$ cat src/rtl/tw_pkg.sv
package tw_pkg;

    typedef struct packed {
        logic motion;
        logic wr_en;
        logic select;
        logic ready;
    } interlock_t;

    function automatic int gap_chars(input int n_tracks);
        return (n_tracks == 9) ? 8 : 4;
    endfunction

    function automatic logic interlock_ok(input interlock_t s);
        return s.motion & s.wr_en & s.select & s.ready;
    endfunction

endpackage

$ cat src/rtl/tw_deskew_lane.sv
module tw_deskew_lane #(
    parameter int DLY_W    = 4,
    parameter int DLY_INIT = 2
) (
    input  logic             clk,
    input  logic             rst,
    input  logic             cfg_we,
    input  logic [DLY_W-1:0] cfg_dly,
    input  logic             start,
    input  logic             clear,
    input  logic             eob_clr,
    output logic             head
);
    logic [DLY_W-1:0] dly_q;
    logic [DLY_W-1:0] cnt_q;
    logic             busy_q;
    logic             head_q;
    logic             done;

    assign done = busy_q && (cnt_q == '0);
    assign head = head_q;

    always_ff @(posedge clk) begin
        if (rst) begin
            dly_q <= DLY_W'(DLY_INIT);
        end else if (cfg_we) begin
            dly_q <= cfg_dly;
        end
    end

    always_ff @(posedge clk) begin
        if (rst || clear) begin
            busy_q <= 1'b0;
            cnt_q  <= '0;
        end else if (start) begin
            busy_q <= 1'b1;
            cnt_q  <= dly_q;
        end else if (busy_q) begin
            if (cnt_q == '0) busy_q <= 1'b0;
            else             cnt_q  <= cnt_q - 1'b1;
        end
    end

    always_ff @(posedge clk) begin
        if (rst || clear)  head_q <= 1'b0;
        else if (eob_clr)  head_q <= 1'b0;
        else if (done)     head_q <= ~head_q;
    end

    // an interlock cycle leaves the lane idle and cleared
    a_r6_clear_cancels: assert property (@(posedge clk) disable iff (rst)
        clear |=> (!head_q && !busy_q));

    // the head bit moves only on a finished delay, a clear or an end of block
    a_r3_toggle_source: assert property (@(posedge clk) disable iff (rst)
        (head_q != $past(head_q)) |-> $past(done || clear || eob_clr));

    // a start loads the configured delay
    a_r2_delay_loaded: assert property (@(posedge clk) disable iff (rst)
        (start && !clear) |=> (busy_q && cnt_q == $past(dly_q)));

endmodule

$ cat src/rtl/tw_gap_timer.sv
module tw_gap_timer #(
    parameter int GAP_CYC = 128
) (
    input  logic clk,
    input  logic rst,
    input  logic start,
    input  logic clear,
    output logic fire,
    output logic eob
);
    localparam int CNT_W = $clog2(GAP_CYC + 1);

    logic [CNT_W-1:0] cnt_q;
    logic             armed_q;
    logic             eob_q;

    assign fire = armed_q && (cnt_q == '0) && !start && !clear;
    assign eob  = eob_q;

    always_ff @(posedge clk) begin
        if (rst || clear) begin
            armed_q <= 1'b0;
            cnt_q   <= '0;
        end else if (start) begin
            armed_q <= 1'b1;
            cnt_q   <= CNT_W'(GAP_CYC - 1);
        end else if (armed_q) begin
            if (cnt_q == '0) armed_q <= 1'b0;
            else             cnt_q   <= cnt_q - 1'b1;
        end
    end

    always_ff @(posedge clk) begin
        if (rst) eob_q <= 1'b0;
        else     eob_q <= fire;
    end

    // the end-of-block pulse lasts a single cycle
    a_r4_single_pulse: assert property (@(posedge clk) disable iff (rst)
        eob_q |=> !eob_q);

    // a new strobe re-arms the gap and suppresses the pulse
    a_r5_restart: assert property (@(posedge clk) disable iff (rst)
        (start && !clear) |=> (armed_q && !eob_q));

endmodule

$ cat src/rtl/tape_write_ctrl.sv
module tape_write_ctrl
    import tw_pkg::*;
#(
    parameter int N_TRACKS = 9,
    parameter int CHAR_CYC = 16,
    parameter int DLY_W    = 4,
    parameter int DLY_INIT = 2,
    localparam int TRK_W   = $clog2(N_TRACKS),
    localparam int GAP_CYC = gap_chars(N_TRACKS) * CHAR_CYC
) (
    input  logic                clk,
    input  logic                rst,
    input  logic                cfg_we_i,
    input  logic [TRK_W-1:0]    cfg_track_i,
    input  logic [DLY_W-1:0]    cfg_delay_i,
    input  logic                strobe_i,
    input  logic [N_TRACKS-1:0] data_i,
    input  logic                motion_i,
    input  logic                wr_enable_i,
    input  logic                select_i,
    input  logic                ready_i,
    input  logic                file_permit_i,
    output logic [N_TRACKS-1:0] head_o,
    output logic                eob_reset_o,
    output logic                wr_power_o
);
    interlock_t          ctl;
    logic                hold_clr;
    logic                strobe_q;
    logic                rise;
    logic                gap_fire;
    logic [N_TRACKS-1:0] head_q;
    logic                power_q;

    assign ctl      = '{motion: motion_i, wr_en: wr_enable_i,
                        select: select_i, ready: ready_i};
    assign hold_clr = ~interlock_ok(ctl);
    assign rise     = strobe_i & ~strobe_q;

    always_ff @(posedge clk) begin
        if (rst) strobe_q <= 1'b0;
        else     strobe_q <= strobe_i;
    end

    tw_gap_timer #(.GAP_CYC(GAP_CYC)) u_gap (
        .clk   (clk),
        .rst   (rst),
        .start (rise & ~hold_clr),
        .clear (hold_clr),
        .fire  (gap_fire),
        .eob   (eob_reset_o)
    );

    for (genvar t = 0; t < N_TRACKS; t++) begin : g_lane
        tw_deskew_lane #(.DLY_W(DLY_W), .DLY_INIT(DLY_INIT)) u_lane (
            .clk     (clk),
            .rst     (rst),
            .cfg_we  (cfg_we_i && (cfg_track_i == TRK_W'(t))),
            .cfg_dly (cfg_delay_i),
            .start   (rise & data_i[t] & ~hold_clr),
            .clear   (hold_clr),
            .eob_clr (gap_fire),
            .head    (head_q[t])
        );
    end

    assign head_o = head_q & {N_TRACKS{~hold_clr}};

    always_ff @(posedge clk) begin
        if (rst) power_q <= 1'b0;
        else     power_q <= wr_enable_i & select_i & ready_i & file_permit_i;
    end
    assign wr_power_o = power_q;

    // every head register is cleared when the end-of-block pulse shows
    a_r4_heads_cleared: assert property (@(posedge clk) disable iff (rst)
        eob_reset_o |-> (head_q == '0));

    // power follows the file permission of the previous cycle
    a_r7_power_permit: assert property (@(posedge clk) disable iff (rst)
        wr_power_o |-> $past(file_permit_i && wr_enable_i));

    // a strobe under interlock leaves the gap quiet on the next cycle
    a_r10_strobe_blocked: assert property (@(posedge clk) disable iff (rst)
        (rise && hold_clr) |=> !eob_reset_o);

endmodule

$ cat config.mk
export PLATFORM = sky130hd
export DESIGN_NAME = tape_write_ctrl
export DESIGN_NICKNAME = d
export VERILOG_FILES = /design/src/rtl/tw_pkg.sv /design/src/rtl/tw_deskew_lane.sv /design/src/rtl/tw_gap_timer.sv /design/src/rtl/tape_write_ctrl.sv
export SDC_FILE = /design/constraint.sdc
export NUM_CORES = 1
export LEC_CHECK = 0
export CORE_ASPECT_RATIO = 1.4
export CORE_MARGIN = 4
export CORE_UTILIZATION = 58
export CTS_CLUSTER_SIZE = 25
export DETAILED_ROUTE_END_ITERATION = 10
export PLACE_DENSITY = 0.8
export SLEW_MARGIN = 20
export SYNTH_ARGS = -nofsm -noshare
export SYNTH_HDL_FRONTEND = slang
export SYNTH_SLANG_ARGS = --single-unit
$ cat constraint.sdc
create_clock -name clk -period 2.6 [get_ports clk]
set_input_delay 0.52 -clock clk [delete_from_list [all_inputs] [get_ports clk]]
set_output_delay 0.52 -clock clk [all_outputs]
set_load 0.01 [all_outputs]
; Word-level counts from Yosys, hierarchy flattened
; Index checks and enable logic that the tools add are counted.
[totals]
ff_bits = 102
latch_bits = 0
mem_bits_rw = 0
mem_bits_ro = 0
output_inout_bits = 11
memories = 0
[classes]
add_sub_neg = 10
multipliers = 0
n_div = 0
order_cmp = 0
n_eq_ne = 18
shift = 0
muxes = 60
n_bitwise = 39
reduce_logical = 57
[op_table]
columns = operator, count
row1 = $mux W4, 27
row2 = $logic_not A4 Y1, 10
row3 = $sub A4 B1 Y4 const B, 9
row4 = $mux W1, 30
row5 = $and A1 B1 Y1, 26
row6 = $reduce_and A2 Y1, 11
row7 = $logic_and A1 B1 Y1, 21
row8 = $mux W7, 3
row9 = $ne A2 B1 Y1 const B, 10
row10 = $reduce_bool A2 Y1, 10
row11 = $eq A4 B3 Y1 const B, 4
row12 = $not A1 Y1, 12
row13 = $and A9 B9 Y9, 1
row14 = $eq A4 B2 Y1 const B, 2
row15 = $logic_not A8 Y1, 1
row16 = $sub A8 B1 Y8 const B, 1
row17 = $eq A4 B1 Y1 const B, 1
row18 = $eq A4 B4 Y1 const B, 1
row19 = $reduce_or A2 Y1, 2
row20 = $logic_not A1 Y1, 1
row21 = $logic_or A1 B1 Y1, 1

; Depth between registers and ports, before layout
[depth]
depth_word = 8
depth_mapped = 7
mapped_depth_nobuf = 6

; By module
; A second synthesis with hierarchy kept.
[hier_totals]
hier_cells = 560
hier_area_um2 = 4981.0
[by_module_without_submodules]
columns = mod, instances, cells_per_inst, area_each_um2, seq_area_each_um2
row1 = tw_deskew_lane, 9, 50, 459.2, 200.2
row2 = tw_gap_timer, 1, 66, 561.8, 200.2
row3 = tape_write_ctrl, 1, 44, 286.5, 40.0

; Worst setup path after synthesis
; Ideal clock, no wire load.
[synth_timing]
path_type = in2out
from = input port motion_i
to = output port head_o[0]
arrival_time_ns = 1.419
slack_ns = 0.661
cell_stages = 4
path_buffers = 2
cell_sequence = and4_1 > clkbuf_1 > clkbuf_1 > and2_1
[synth_via]
elab_chain_cells = 4
[synth_lines]
columns = element, line_no
row1 = from (decl), tape_write_ctrl.sv:18  ; input logic motion_i,
row2 = $and A1 B1 Y1 (3 in a row), tw_pkg.sv:15  ; return s.motion & s.wr_en & s.select & s.ready;
row3 = $and A9 B9 Y9, tape_write_ctrl.sv:67  ; assign head_o = head_q & {N_TRACKS{~hold_clr}};
row4 = to (decl), tape_write_ctrl.sv:23  ; output logic [N_TRACKS-1:0] head_o,
; No other way between the ends.

; Worst setup path in the final report
[layout_timing]
from = input port ready_i
to = output port head_o[0]
[layout_via]
elab_chain_cells = 2
[layout_lines]
columns = element, line_no
row1 = from (decl), tape_write_ctrl.sv:21  ; input logic ready_i,
row2 = $and A1 B1 Y1, tw_pkg.sv:15
row3 = $and A9 B9 Y9, tape_write_ctrl.sv:67
; No other way between the ends.

==> reports/metrics.cfg <==
[power]
max-vdd-ir-drop_mv=0.309
total_power_mw=2.87
powerDensity_nw_per_um2=542
p_leak_nw=1.96

[floorplan]
start_util_pct=59.1
rows=38
core_sq_um=7700
fp.dieW_um=82.9
fp.dieH_um=113
dieArea_sq_um=9360
ioPinCount=37

[layout]
nets=584
drive_gt1_share_pct=9.44
layoutNonFillerInstCount=651
multi_input_area_sq_um=2310
antenna_cells=0
n_fill_cell=656
seqCellArea_sq_um=2040
syn_to_final_growth_pct=16.0

[sta]
finalClockSkew_ns=0.0104
tightestPinTransition_ns=0.516
fin_crit_ns=2.56
finalCritPeriodShare_pct=98.6
hold_violations=0
maxSlewHeadroom_pct=65.3
setup_viol=0
slew_violations=0
clock.fmax_ghz=0.390

[synthesis]
synthesis.area_sq_um=4560
synth_top_family_by_area=simple AND/OR/NAND/NOR gates
synth_cell_types=43
synthCells=513
synthAdderAreaFrac_pct=3.02
async_reset_ff_share_pct=0
ys_seq_area_share_pct=44.8
yosys.area_share.simple_pct=20.7
ys_ff_latch=102
synth_compound_area_share_pct=14.7
ys_warn_count=0
muxShareOfSynthArea_pct=7.75
synth_fp_nets=550
yosys.area_share.xor_xnor_pct=4.61
ys.flop_type=dfxtp_1
avgSynthCellArea_sq_um=8.88
synth-edff-count=0

[cts]
path_clk_slew_ns=0.09
cts_sinks=102
cts_tree=done
clk_latency_ns=0.36
cts_max_path_buffers=2
htreeDepth=3
cts_buffers=9
ctsHoldBuffers=0
cts-root-buf=clkbuf_8

[worst_setup_path]
end_kind=output port
startpoint_type=input port
path_class=in2out
path_max_fanout=15
cp.arrival_ns=2.04
worstPathRequired_ns=2.08

[global_route]
antenna_found_initial=0
grt_pass1_wl_mm=15.9
first_global_vias=3636
grt_util_all_layers_pct=20.6
grt_max_degree=29
overflow=0

[job]
maxCapViolCount=0

[placement]
numPortBuffers=36
dp_cells=636
hpwl_mm=6.61
routabilityCongestion=0.795

[routing]
antenna_left=0
drt_iter0_markers=184
wl_per_cell_um=14.2
drt_first_pass_iters=4
drt_wl_total_mm=9.26
drc_errors=0
via_count=3657
avgViaCountPerCell=5.62

[worst_hold_path]
min_path_type=reg2reg

[run_status]
status=finished clean

[cells in the final DEF (no fill, tap or decap), drive strengths merged, types with 2 or more instances in the layout]
| master | netlist | routed |
|---|---|---|
| or4b | 11 | 11 |
| clkbuf | 17 | 9 |
| bufinv | 0 | 3 |
| inv | 31 | 31 |
| o211ai | 3 | 3 |
| ha | 11 | 11 |
| nor3b | 12 | 12 |
| and2 | 9 | 9 |
| xor2 | 5 | 5 |
| mux2 | 10 | 10 |
| nor3 | 20 | 20 |
| nand3b | 3 | 3 |
| dfxtp | 102 | 102 |
| nand3 | 12 | 12 |
| a21oi | 46 | 46 |
| a211oi | 18 | 18 |
| mux2i | 24 | 24 |
| o31ai | 9 | 9 |
| o2111ai | 2 | 2 |
| nor2b | 7 | 7 |
| xnor2 | 19 | 19 |
| clkdlybuf4s50 | 0 | 35 |
| o21ai | 11 | 11 |
| nand2 | 36 | 36 |
| clkinv | 0 | 2 |
| buf | 6 | 10 |
| a211o | 8 | 8 |
| o22ai | 9 | 9 |
| nor2 | 61 | 61 |
[critical path, stage by stage]
cell	delay (ns)
clkdlybuf4s50_1	0.48
and4_4	0.23
buf_12	0.15
and2_1	0.13
clkdlybuf4s50_1	0.53
[layer usage]
layer	part of all wire [%]	up-vias	global-route usage, %
met4	2.3	0	9.27
li1	-	1861	-
met1	42	1719	23.9
met5	0	-	0
met3	3.6	19	3.50
met2	52	58	36.9
[area by class of cell]
type	count	share of cell area (%)
clock inverter	6	2.11
tap	100	2.37
inverter	31	2.20
sequential	102	38.6
multi-input combinational	357	43.8
clock buffer	9	2.34
timing repair buffer	46	8.52
[flip-flops by register name (all words and copies together) (netlist names)]
signal and flops:
u_gap.eob 1, g_lane.u_lane.head 9, strobe_q 1, g_lane.u_lane.busy_q 9, u_gap.armed_q 1, wr_power_o 1, g_lane.u_lane.dly_q 36, g_lane.u_lane.cnt_q 36
u_gap.cnt_q 8
[timing repair]
item	CTS	global route
hold endpoints to repair	0	0
buffers inserted	0	0
resized for setup	0	2
setup endpoints to repair	0	8
[cells in the mapped netlist, types with 2 or more instances]
cell,number,share of area [%]
nand3b_1,3,0.49
o22ai_1,9,1.2
a211o_1,8,1.5
buf_1,5,0.41
o211ai_1,3,0.49
nor3_1,20,2.2
nor3b_2,3,0.82
clkbuf_1,17,1.4
o2111ai_1,2,0.38
nor2_1,61,5.0
a211oi_1,18,3.0
nor3b_1,9,1.5
and2_1,9,1.2
dfxtp_1,102,45
mux2_2,10,2.5
xor2_1,5,0.96
a21oi_1,46,5.1
o21ai_0,10,1.1
xnor2_1,19,3.7
inv_1,31,2.6
nand2_1,35,2.9
nor2b_1,7,0.96
or4b_2,9,2.0
nand3_1,12,1.3
mux2i_1,24,5.3
ha_1,11,3.0
o31ai_1,9,1.5
[final timing paths]
path                                           from                                endpoint  slack [ns]  cells after the start
max reg2reg             u_gap.cnt_q[0]$_SDFFE_PP0P_      g_lane[8].u_lane.head$_SDFFE_PP0P_        0.57                      6
min          g_lane[0].u_lane.dly_q[0]$_SDFFE_PP0P_  g_lane[0].u_lane.dly_q[0]$_SDFFE_PP0P_        0.46                      2
max                                         ready_i                               head_o[0]        0.04                      5
min reg2reg  g_lane[0].u_lane.dly_q[0]$_SDFFE_PP0P_  g_lane[0].u_lane.dly_q[0]$_SDFFE_PP0P_        0.46                      2
[power breakdown]
group | switching, mW | total [mW] | internal (mW)
Clock | 0.529 | 1.16 | 0.634
Combinational | 0.0664 | 0.126 | 0.0600
Sequential | 0.00491 | 1.58 | 1.57
Total | 0.600 | 2.87 | 2.26
[cells by family after synthesis]
group / count (synthesis)
XOR/XNOR: 24
AND/OR/NAND/NOR: 180
buffers and inverters: 54
multiplexers: 34
adder cells (fa/ha/maj): 11
flip-flops: 102
AO/OA/AOI/OAI: 108
[stage by stage]
| step | cell area, sq um | utilization [%] | hold slack [ns] | setup slack (ns) | TNS, ns |
|---|---|---|---|---|---|
| 6_report | 5280 | 68.6 | 0.462 | 0.0376 | 0 |
| 4_1_cts | 5280 | 68.5 | 0.465 | 0.0218 | 0 |
| 2_1_floorplan | 4560 | - | 0.433 | 0.661 | 0 |
| 5_1_grt | 5280 | 68.6 | 0.492 | -0.00491 | -0.0102 |
| 3_5_place_dp | 5040 | 65.5 | 0.452 | 0.0230 | 0 |
| 3_3_place_gp | 5040 | 65.5 | 0.445 | 0.0271 | 0 |
(Power assumes the default switching activity.)
